<file path="src/rtl/dmr_mul_pkg.sv">
package dmr_mul_pkg;
    typedef enum logic [1:0] {
        ST_WATCH    = 2'd0,
        ST_LOCATE   = 2'd1,
        ST_DEGRADED = 2'd2
    } loc_state_t;

    localparam int NCOPY = 2;
    localparam int NBRANCH = 3;
endpackage

</file>
<file path="src/rtl/dmr_mul_copy.sv">
module dmr_mul_copy #(
    parameter int W = 8
) (
    input  logic [W-1:0]   a,
    input  logic [W-1:0]   b,
    input  logic           shifted,
    input  logic [2*W-1:0] fmask,
    input  logic [2*W-1:0] prior,
    output logic [2*W-1:0] prod,
    output logic           tc
);
    localparam int AW = W + 1;
    localparam int RW = 2 * W + 1;

    logic [AW-1:0] opa;
    logic [RW-1:0] raw;
    logic [2*W-1:0] decoded;

    always_comb begin
        opa = shifted ? {a, 1'b0} : {1'b0, a};
        raw = ({{W{1'b0}}, opa} * {{(W + 1){1'b0}}, b}) ^ {1'b0, fmask};
        prod = raw[2*W-1:0];
        decoded = raw[RW-1:1];
        tc = (decoded != prior);
    end
endmodule

</file>
<file path="src/rtl/dmr_tmr_reg.sv">
module dmr_tmr_reg #(
    parameter int DW = 16
) (
    input  logic          clk,
    input  logic          rst_n,
    input  logic          load,
    input  logic [DW-1:0] d0,
    input  logic [DW-1:0] d1,
    input  logic [DW-1:0] d2,
    output logic [DW-1:0] q
);
    import dmr_mul_pkg::*;

    logic [DW-1:0] din [NBRANCH];
    logic [DW-1:0] br  [NBRANCH];

    assign din[0] = d0;
    assign din[1] = d1;
    assign din[2] = d2;

    for (genvar g = 0; g < NBRANCH; g++) begin : g_branch
        always_ff @(posedge clk) begin
            if (!rst_n) begin
                br[g] <= '0;
            end else if (load) begin
                br[g] <= din[g];
            end
        end
    end

    assign q = (br[0] & br[1]) | (br[0] & br[2]) | (br[1] & br[2]);
endmodule

</file>
<file path="src/rtl/dmr_locate_fsm.sv">
module dmr_locate_fsm (
    input  logic                    clk,
    input  logic                    rst_n,
    input  logic                    hc,
    input  logic [1:0]              tc,
    output dmr_mul_pkg::loc_state_t state,
    output logic                    sel,
    output logic                    sel_nxt,
    output logic [1:0]              faulty,
    output logic                    unresolved,
    output logic                    hold
);
    import dmr_mul_pkg::*;

    loc_state_t state_nxt;
    logic [1:0] faulty_nxt;
    logic       unres_nxt;

    always_ff @(posedge clk) begin
        if (!rst_n) begin
            state      <= ST_WATCH;
            sel        <= 1'b0;
            faulty     <= 2'b00;
            unresolved <= 1'b0;
        end else begin
            state      <= state_nxt;
            sel        <= sel_nxt;
            faulty     <= faulty_nxt;
            unresolved <= unres_nxt;
        end
    end

    always_comb begin
        state_nxt  = state;
        sel_nxt    = sel;
        faulty_nxt = faulty;
        unres_nxt  = 1'b0;
        hold       = 1'b0;
        unique case (state)
            ST_WATCH: begin
                if (hc) begin
                    state_nxt = ST_LOCATE;
                    hold      = 1'b1;
                end
            end
            ST_LOCATE: begin
                if (tc[0] ^ tc[1]) begin
                    state_nxt  = ST_DEGRADED;
                    faulty_nxt = tc;
                    sel_nxt    = tc[0];
                end else begin
                    state_nxt = ST_WATCH;
                    unres_nxt = 1'b1;
                end
            end
            ST_DEGRADED: begin
                state_nxt = ST_DEGRADED;
            end
            default: begin
                state_nxt = ST_WATCH;
            end
        endcase
    end

    assert_locate_one_cycle_R5: assert property (@(posedge clk) disable iff (!rst_n)
        (state == ST_LOCATE) |=> (state != ST_LOCATE));
    assert_faulty_onehot_R6: assert property (@(posedge clk) disable iff (!rst_n)
        $onehot0(faulty));
    assert_faulty_sticky_R6: assert property (@(posedge clk) disable iff (!rst_n)
        (faulty != 2'b00) |=> ($stable(faulty) && $stable(sel)));
    assert_default_select_R1: assert property (@(posedge clk) disable iff (!rst_n)
        (faulty == 2'b00) |-> (sel == 1'b0));
    assert_unresolved_pulse_R8: assert property (@(posedge clk) disable iff (!rst_n)
        unresolved |-> ((faulty == 2'b00) || $stable(faulty)));
    assert_unresolved_single_R8: assert property (@(posedge clk) disable iff (!rst_n)
        unresolved |=> !unresolved);
endmodule

</file>
<file path="src/rtl/dmr_mul_locator.sv">
module dmr_mul_locator #(
    parameter int W = 8
) (
    input  logic           clk,
    input  logic           rst_n,
    input  logic [W-1:0]   op_a,
    input  logic [W-1:0]   op_b,
    input  logic [2*W-1:0] fault_mask0,
    input  logic [2*W-1:0] fault_mask1,
    output logic [2*W-1:0] product,
    output logic           mismatch,
    output logic [1:0]     faulty,
    output logic           unresolved
);
    import dmr_mul_pkg::*;

    localparam int PW = 2 * W;

    loc_state_t    state;
    logic          sel;
    logic          sel_nxt;
    logic          hold;
    logic          hc;
    logic          locating;
    logic [1:0]    tc;
    logic [W-1:0]  a_q;
    logic [W-1:0]  b_q;
    logic [W-1:0]  cp_a;
    logic [W-1:0]  cp_b;
    logic [PW-1:0] cp_prod [NCOPY];
    logic [PW-1:0] dr_q    [NCOPY];
    logic [PW-1:0] cp_mask [NCOPY];
    logic [PW-1:0] good_d;

    assign cp_mask[0] = fault_mask0;
    assign cp_mask[1] = fault_mask1;
    assign locating   = (state == ST_LOCATE);
    assign cp_a       = locating ? a_q : op_a;
    assign cp_b       = locating ? b_q : op_b;

    for (genvar k = 0; k < NCOPY; k++) begin : g_copy
        dmr_mul_copy #(.W(W)) i_copy (
            .a       (cp_a),
            .b       (cp_b),
            .shifted (locating),
            .fmask   (cp_mask[k]),
            .prior   (dr_q[k]),
            .prod    (cp_prod[k]),
            .tc      (tc[k])
        );

        always_ff @(posedge clk) begin
            if (!rst_n) begin
                dr_q[k] <= '0;
            end else if (!hold && !locating) begin
                dr_q[k] <= cp_prod[k];
            end else if (locating) begin
                dr_q[k] <= fresh_prod(k);
            end
        end
    end

    // During LOCATE the copies are busy; the next operands are multiplied
    // by the same shared instances only in normal mode, so a separate
    // fault-free path is not used: the result register takes the copy's
    // own normal computation of the new operands, masked as that copy is.
    function automatic logic [PW-1:0] fresh_prod(input int idx);
        logic [PW-1:0] m;
        m = (idx == 0) ? fault_mask0 : fault_mask1;
        return (PW'(op_a) * PW'(op_b)) ^ m;
    endfunction

    always_ff @(posedge clk) begin
        if (!rst_n) begin
            a_q <= '0;
            b_q <= '0;
        end else if (!hold) begin
            a_q <= op_a;
            b_q <= op_b;
        end
    end

    assign hc     = (dr_q[0] != dr_q[1]);
    assign good_d = dr_q[sel];

    dmr_locate_fsm i_fsm (
        .clk        (clk),
        .rst_n      (rst_n),
        .hc         (hc),
        .tc         (tc),
        .state      (state),
        .sel        (sel),
        .sel_nxt    (sel_nxt),
        .faulty     (faulty),
        .unresolved (unresolved),
        .hold       (hold)
    );

    dmr_tmr_reg #(.DW(PW)) i_tmr (
        .clk   (clk),
        .rst_n (rst_n),
        .load  (!hold),
        .d0    (dr_q[0]),
        .d1    (dr_q[1]),
        .d2    (dr_q[sel_nxt]),
        .q     (product)
    );

    assign mismatch = hc;

    assert_hold_one_clock_R4: assert property (@(posedge clk) disable iff (!rst_n)
        ((state == ST_WATCH) && hc) |=> ($stable(product) && (state == ST_LOCATE)));
    assert_degraded_vote_R7: assert property (@(posedge clk) disable iff (!rst_n)
        (state == ST_DEGRADED) |=> (product == $past(good_d)));
    assert_no_mismatch_no_hold_R2: assert property (@(posedge clk) disable iff (!rst_n)
        ((state == ST_WATCH) && !hc) |=> (state == ST_WATCH));
    assert_reset_clear_R9: assert property (@(posedge clk)
        !rst_n |=> ((faulty == 2'b00) && !sel && !unresolved));
endmodule

</file>
<file path="config.mk">
export PLATFORM = sky130hd
export DESIGN_NAME = dmr_mul_locator
export DESIGN_NICKNAME = d
export VERILOG_FILES = /design/src/rtl/dmr_mul_pkg.sv /design/src/rtl/dmr_mul_copy.sv /design/src/rtl/dmr_tmr_reg.sv /design/src/rtl/dmr_locate_fsm.sv /design/src/rtl/dmr_mul_locator.sv
export SDC_FILE = /design/constraint.sdc
export NUM_CORES = 1
export LEC_CHECK = 0
export BUFFER_PORTS_ARGS = -buffer_cell sky130_fd_sc_hd__buf_2
export CAP_MARGIN = 20
export CORE_MARGIN = 1.5
export CORE_UTILIZATION = 40
export DETAILED_ROUTE_END_ITERATION = 16
export GPL_TIMING_DRIVEN = 0
export HOLD_SLACK_MARGIN = 0.03
export SYNTH_ARGS = -nofsm -noshare
export SYNTH_HDL_FRONTEND = slang
export SYNTH_SLANG_ARGS = --single-unit
</file>
<file path="constraint.sdc">
create_clock -name clk -period 8 [get_ports clk]
set_input_delay 0.8 -clock clk [delete_from_list [all_inputs] [get_ports clk]]
set_output_delay 0.8 -clock clk [all_outputs]
set_load 0.005 [all_outputs]
</file>
==> results of run 1 <==
==> cell families (layout without fill, tap and decap cells) <==
kind of cell	count (synthesis)	count (layout)	share of synthesized area
compound gates	140	140	0.0923
xor+xnor	110	110	0.104
fa+ha+maj	167	167	0.245
buf+inv	180	262	0.0642
flops	102	102	0.264
mux	57	57	0.0585
simple gates	378	378	0.172
==> cell usage in the layout (no fill, tap or decap), drive strengths merged, types with 22 or more instances in the layout <==
cell and instances:
ha 73, fa 78, and2 40, clkbuf 56
inv 127, nor2 77, nand2 135, and3 48
a21oi 34, xnor2 66, buf 75, dfxtp 22
mux2i 40, xor2 33, edfxtp 80
==> per-layer routing <==
metal / global-route usage / wire, um
met5: 0 / 0
met4: 0.0625 / 773
met1: 0.299 / 13300
met3: 0.0252 / 1940
met2: 0.352 / 13700
==> layout make-up <==
type | instances | area share
plain buffers | 55 | 0.0200
clock buffers | 9 | 0.0189
clock inverters | 7 | 0.00684
inverters | 124 | 0.0391
multi-input cells | 852 | 0.611
flip-flops and latches | 102 | 0.239
well taps | 335 | 0.0352
repair buffers | 67 | 0.0299
==> state kept, by name, indices dropped and copies added, names as in the netlist <==
signal,flops
i_tmr.br,48
dr_q,32
a_q,8
b_q,8
i_fsm.faulty,2
i_fsm.state,2
i_fsm.sel,1
i_fsm.unresolved,1
==> metrics by stage <==
stage	instances	instance area [um2]	utilization	setup TNS, ns
floorplan	1134	10800	-	0
global placement	1533	11500	0.439	-8.85
detailed placement	1534	11500	0.440	-8.93
CTS	1549	11800	0.452	0
global route	1551	11900	0.454	0
finish	1551	11900	0.454	0
==> synth_stat cells, drive strengths merged, types with 3 or more instances <==
cell     count  area [um2]
nand2      135         507
inv        123         462
edfxtp      80        2400
fa          78        1560
nor2        77         289
ha          73         913
xnor2       66         586
clkbuf      49         184
and3        48         300
and2        40         250
mux2i       40         400
a21oi       34         174
xor2        33         289
dfxtp       22         440
nand3       21         105
o21ai       21         109
mux2        17         229
maj3        16         160
a211oi      14         110
a21o        14         105
nor3        12        60.1
nand4       11        68.8
xnor3       11         248
buf          7        41.3
nor4         7        58.8
or4          7        56.3
a221oi       6        52.6
o21a         6        45.0
a211o        5        43.8
nand2b       5        31.3
o221a        5        56.3
a2111oi      4        41.3
a31oi        4        25.0
nor2b        4        25.0
o211ai       4        30.0
o21bai       3        22.5
o311a        3        30.0
==> worst max-delay path, cell delays in order (launching register included) <==
cell	delay (ns)
dfxtp_1	0.40
nor2b_1	0.14
clkbuf_2	0.26
clkbuf_2	0.34
clkbuf_4	0.33
nand2_1	0.08
nand2_1	0.22
nand2_1	0.13
fa_1	0.52
fa_1	0.57
fa_1	0.43
fa_1	0.49
inv_1	0.04
ha_1	0.26
buf_4	0.15
o21ai_0	0.17
a21o_1	0.22
or3_1	0.36
buf_2	0.16
and3_1	0.14
or4_4	0.55
nor4_4	0.37
nand2_1	0.17
a211oi_4	0.36
buf_6	0.24
mux2_4	0.32
==> power breakdown <==
group          leakage (nW)  switching [W]  internal (W)
registers              1.04      0.0000466      0.000636
clock network         0.150       0.000246      0.000226
logic                  4.34       0.000927      0.000657
total                  5.53        0.00122       0.00152
==> final timing paths <==
path                                   endpoint  cells after the start            from  slack, ns
worst min register to register           a_q[6]                      2          a_q[6]       0.51
worst max register to register  i_tmr.br[2][10]                     25  i_fsm.state[0]       0.33
worst min-delay path                     a_q[6]                      2          a_q[6]       0.51
worst max-delay path            i_tmr.br[2][10]                     25  i_fsm.state[0]       0.33
==> what timing repair did <==
| action | 4_1_cts | 5_1_grt |
|---|---|---|
| setup endpoints to repair | 17 | 18 |
| pin swaps | 0 | 1 |
| gates resized for setup | 7 | 17 |
| hold endpoints to repair | 0 | 0 |
| setup buffers | 0 | 2 |
==> results_dict.tcl, run 1 <==
set metrics [dict create \
    synth_edf_count 80 \
    dp_hpwl_um 23900 \
    max_cap_viol_count 0 \
    clkLatencyLatePin_ns 0.37 \
    ys_seq_elements 102 \
    syn_area_um2 10800 \
    hp-class "reg2reg" \
    cts_tree "yes" \
    hold_ws_ns 0.507 \
    cts_max_level 3 \
    dr_total_vias 8404 \
    grtUsageTotal 0.215 \
    cts_hold_buffers 0 \
    pre_cts_slack_ns -0.683 \
    grt_pass1_vias 8233 \
    hold_violations 0 \
    status "finished, final reports clean" \
    synthesis.nets 1335 \
    fin_crit_ns 7.67 \
    clk_pin_slew_ns 0.09 \
    synth-main-ff-cell "edfxtp_1" \
    n_antenna_cell 0 \
    clkSinkCount 102 \
    area.growth.synth_to_final_pct 10.6 \
    fin_worst_skew_ns 0.0165 \
    p_total_w 0.00274 \
    setup_violations 0 \
    dieArea_um2 27900 \
    maxSlewViolCount 0 \
    ir_drop_v 0.000150 \
    synthArstFlopShare 0 \
    avgRoutedWirePerCell_um 19.1 \
    clock-root-buffer "clkbuf_16" \
    vias_per_cell 5.42 \
    fin_nets 1412 \
    cts_inserted_buffers 9 \
    drive_gt1_frac 0.107 \
    final-seq-area_um2 2840 \
    port-buffer-count 64 \
    setup.worst_path.end_class "register" \
    netlist_instances 1134 \
    power_density_nw_per_um2 230 \
    clockBufferDepth 2 \
    max_freq_ghz 0.130 \
    rsz0062_at_grt "false" \
    multiInputGateArea_um2 7270 \
    drc_errors 0 \
    grt_pass1_wl_um 46100 \
    synth_cell_type_count 74 \
    ys_warn_count 0 \
    p_leak_nw 5.53 \
    required_ns 8.12 \
    start_util 0.411 \
    finalWorstSetupSlack_ns 0.331 \
    critical_path_class "reg2reg" \
    grt_max_degree 34 \
    dr.pass1.iters 5 \
    seq_area_frac_synth 0.264 \
    overflow 0 \
    syn_avg_cell_area_um2 9.49 \
    drt_wl_total_um 29700 \
    rows 59 \
    arrival_ns 7.79 \
    coreArea_um2 26200 \
    die_x_um 167 \
    slew-limit-headroom 0.431 \
    dieHeight_um 167 \
    drtIter0Drc 568 \
    crit_path_start_kind "register" \
    fin_crit_sh 0.959 \
    path_max_fanout 10 \
    fillers 2533 \
    routabilityCongestion 0.931 \
    pin_count 70 \
    detail-route-antenna-nets 0 \
    antenna_found_initial 1 \
    worstMarginPinSlew_ns 0.852 \
]
Power figures use the tool's default switching activity.
==> inputs of run 2 (changes only) <==
--- a/config.mk
+++ b/config.mk
@@ -7,11 +7,13 @@
 export LEC_CHECK = 0
 export BUFFER_PORTS_ARGS = -buffer_cell sky130_fd_sc_hd__buf_2
 export CAP_MARGIN = 20
-export CORE_MARGIN = 1.5
+export CORE_ASPECT_RATIO = 2
+export CORE_MARGIN = 3
 export CORE_UTILIZATION = 40
 export DETAILED_ROUTE_END_ITERATION = 16
 export GPL_TIMING_DRIVEN = 0
 export HOLD_SLACK_MARGIN = 0.03
+export RECOVER_POWER = 100
 export SYNTH_ARGS = -nofsm -noshare
 export SYNTH_HDL_FRONTEND = slang
 export SYNTH_SLANG_ARGS = --single-unit
==> results_dict.tcl, run 2 (synthesis results as in run 1) <==
set metrics [dict create \
    fin_crit_ns 7.61 \
    ir_drop_v 0.000109 \
    registers.top_by_ff_count "i_tmr.br" \
    fin_worst_skew_ns 0.0150 \
    overflow 0 \
    r2r-start "i_fsm.state[0]" \
    hp-class "reg2reg" \
    rows 84 \
    routabilityCongestion 1.01 \
    status "finished, final reports clean" \
    layout_common_cells "nand2_1, inv_1, edfxtp_1" \
    coreArea_um2 26400 \
    r2r_end "i_tmr.br[2][0]" \
    utilization 0.451 \
    worstMarginPinSlew_ns 1.25 \
    dieArea_um2 29000 \
    rr_worst_depth 24 \
    clock-root-buffer "clkbuf_16" \
    drc_errors 0 \
    reg2reg_slack_ns 0.39 \
    grtUsageTotal 0.223 \
    port-buffer-count 64 \
    critical_path_class "reg2reg" \
    pin_count 70 \
    max_freq_ghz 0.131 \
    route.met2.wl_um 17600 \
    avgRoutedWirePerCell_um 20.5 \
    clk_pin_slew_ns 0.07 \
    hold_ws_ns 0.487 \
    max_cap_viol_count 0 \
    dp_hpwl_um 27000 \
    hold_path_depth 2 \
    fin_area_um2 11900 \
    cts_inserted_buffers 9 \
    start_util 0.408 \
    drtIter0Drc 366 \
    n_antenna_cell 0 \
    required_ns 8.10 \
    detail-route-antenna-nets 0 \
    drive_gt1_frac 0.0979 \
    antenna_found_initial 1 \
    layout_commonest_cell "nand2_1" \
    rsz0062_at_grt "false" \
    clkLatencyLatePin_ns 0.37 \
    p_leak_nw 5.49 \
    die_x_um 122 \
    power_density_nw_per_um2 235 \
    slew-limit-headroom 0.169 \
    fin_nets 1412 \
    grt_max_degree 26 \
    largest_reg_flops 48 \
    clkSinkCount 102 \
    maxSlewViolCount 0 \
    grt_pass1_vias 8788 \
    path_max_fanout 10 \
    grt_pass1_wl_um 48300 \
    dieHeight_um 238 \
    setup_violations 0 \
    cts_max_level 3 \
    hold_end "i_fsm.faulty[1]" \
    clockBufferDepth 2 \
    dr.pass1.iters 5 \
    drt_wl_total_um 31900 \
    hold_path_startpoint "i_fsm.faulty[1]" \
    dr_total_vias 8491 \
    setup.worst_path.end_class "register" \
    fin_crit_sh 0.951 \
    vias_per_cell 5.44 \
    hold_violations 0 \
    wl_met1_um 10700 \
    reg_top3 "i_tmr.br: 48 flops, dr_q: 32 flops" \
    arrival_ns 7.71 \
    placed_area_um2 11500 \
    highest_layer "met5" \
    crit_path_start_kind "register" \
    wl_met3_um 1040 \
    cts_tree "yes" \
    area.growth.synth_to_final_pct 10.6 \
]
-- run 2: cell types whose count changed in the layout (fill, tap and decap cells not counted), sizes merged --
| cell | previous run | this run |
|---|---|---|
| buf | 75 | 62 |
| bufinv | 0 | 2 |
| clkbuf | 56 | 69 |
| clkinv | 4 | 2 |
| clkinvlp | 0 | 2 |
| inv | 127 | 125 |
-- run 2: final cells by class --
type,instances,area [um2]
Sequential cell,102,2840
Clock inverter,7,106
Fill cell,2591,14500
Timing Repair Buffer,66,322
Inverter,124,465
Buffer,56,246
Tap cell,344,430
Multi-Input combinational cell,852,7260
Clock buffer,9,225
-- run 2: repair_timing --
| action | in CTS | in global routing |
|---|---|---|
| gates cloned | 0 | 0 |
| buffers inserted | 1 | 0 |
| pin swaps | 1 | 1 |
| endpoints found under the setup margin | 19 | 18 |
| hold buffers | 0 | 0 |
| resized for setup | 11 | 16 |
-- run 2: per-stage QoR --
stage | TNS, ns | std cells | power [W] | setup WS, ns
detailed placement | -15.03 | 1543 | 0.00231 | -1.06
global route | 0 | 1560 | 0.00299 | 0.0416
CTS | 0 | 1560 | 0.00280 | 0.0236
global placement | -14.48 | 1542 | 0.00228 | -1.02
floorplan | 0 | 1134 | 0.00186 | 0.904
finish | 0 | 1560 | 0.00280 | 0.390
-- run 2: critical path: stages, from the launching register on --
cell	delay, ns
dfxtp_1	0.37
nor2b_1	0.15
clkbuf_2	0.27
clkbuf_1	0.54
nand2_1	0.11
nand2_1	0.26
nand2_1	0.13
fa_1	0.43
inv_1	0.07
fa_1	0.41
inv_1	0.09
fa_1	0.41
fa_1	0.49
inv_1	0.04
ha_1	0.26
buf_2	0.19
a21oi_1	0.47
xnor3_1	0.40
or4_1	0.63
a2111oi_2	0.27
nand4b_2	0.31
o32ai_2	0.44
a211oi_4	0.10
buf_4	0.18
mux2_1	0.31
-- run 2: power breakdown --
part           internal, W  total [W]  switching (W)  leakage [nW]
Sequential        0.000637   0.000682      0.0000447          1.04
Combinational     0.000657    0.00162       0.000966          4.30
Clock             0.000279   0.000492       0.000213         0.156
-- run 2: how the worst max path moves through the flow --
| stage | startpoint | to | depth (start not counted) |
|---|---|---|---|
| floorplan | i_fsm.state[1] | i_tmr.br[2][10] | 25 |
| global placement | i_fsm.state[1] | i_tmr.br[2][11] | 24 |
| detailed placement | i_fsm.state[1] | i_tmr.br[2][11] | 24 |
| CTS | i_fsm.state[1] | i_tmr.br[2][8] | 25 |
| global route | i_fsm.state[1] | i_tmr.br[2][12] | 23 |
| finish | i_fsm.state[0] | i_tmr.br[2][0] | 24 |
-- run 2: per-layer routing --
metal  vias to the layer above  GRT usage
met5                         -          0
met4                         2      0.163
met3                       110     0.0232
met2                       241      0.430
met1                      4116      0.209
li1                       4022          -
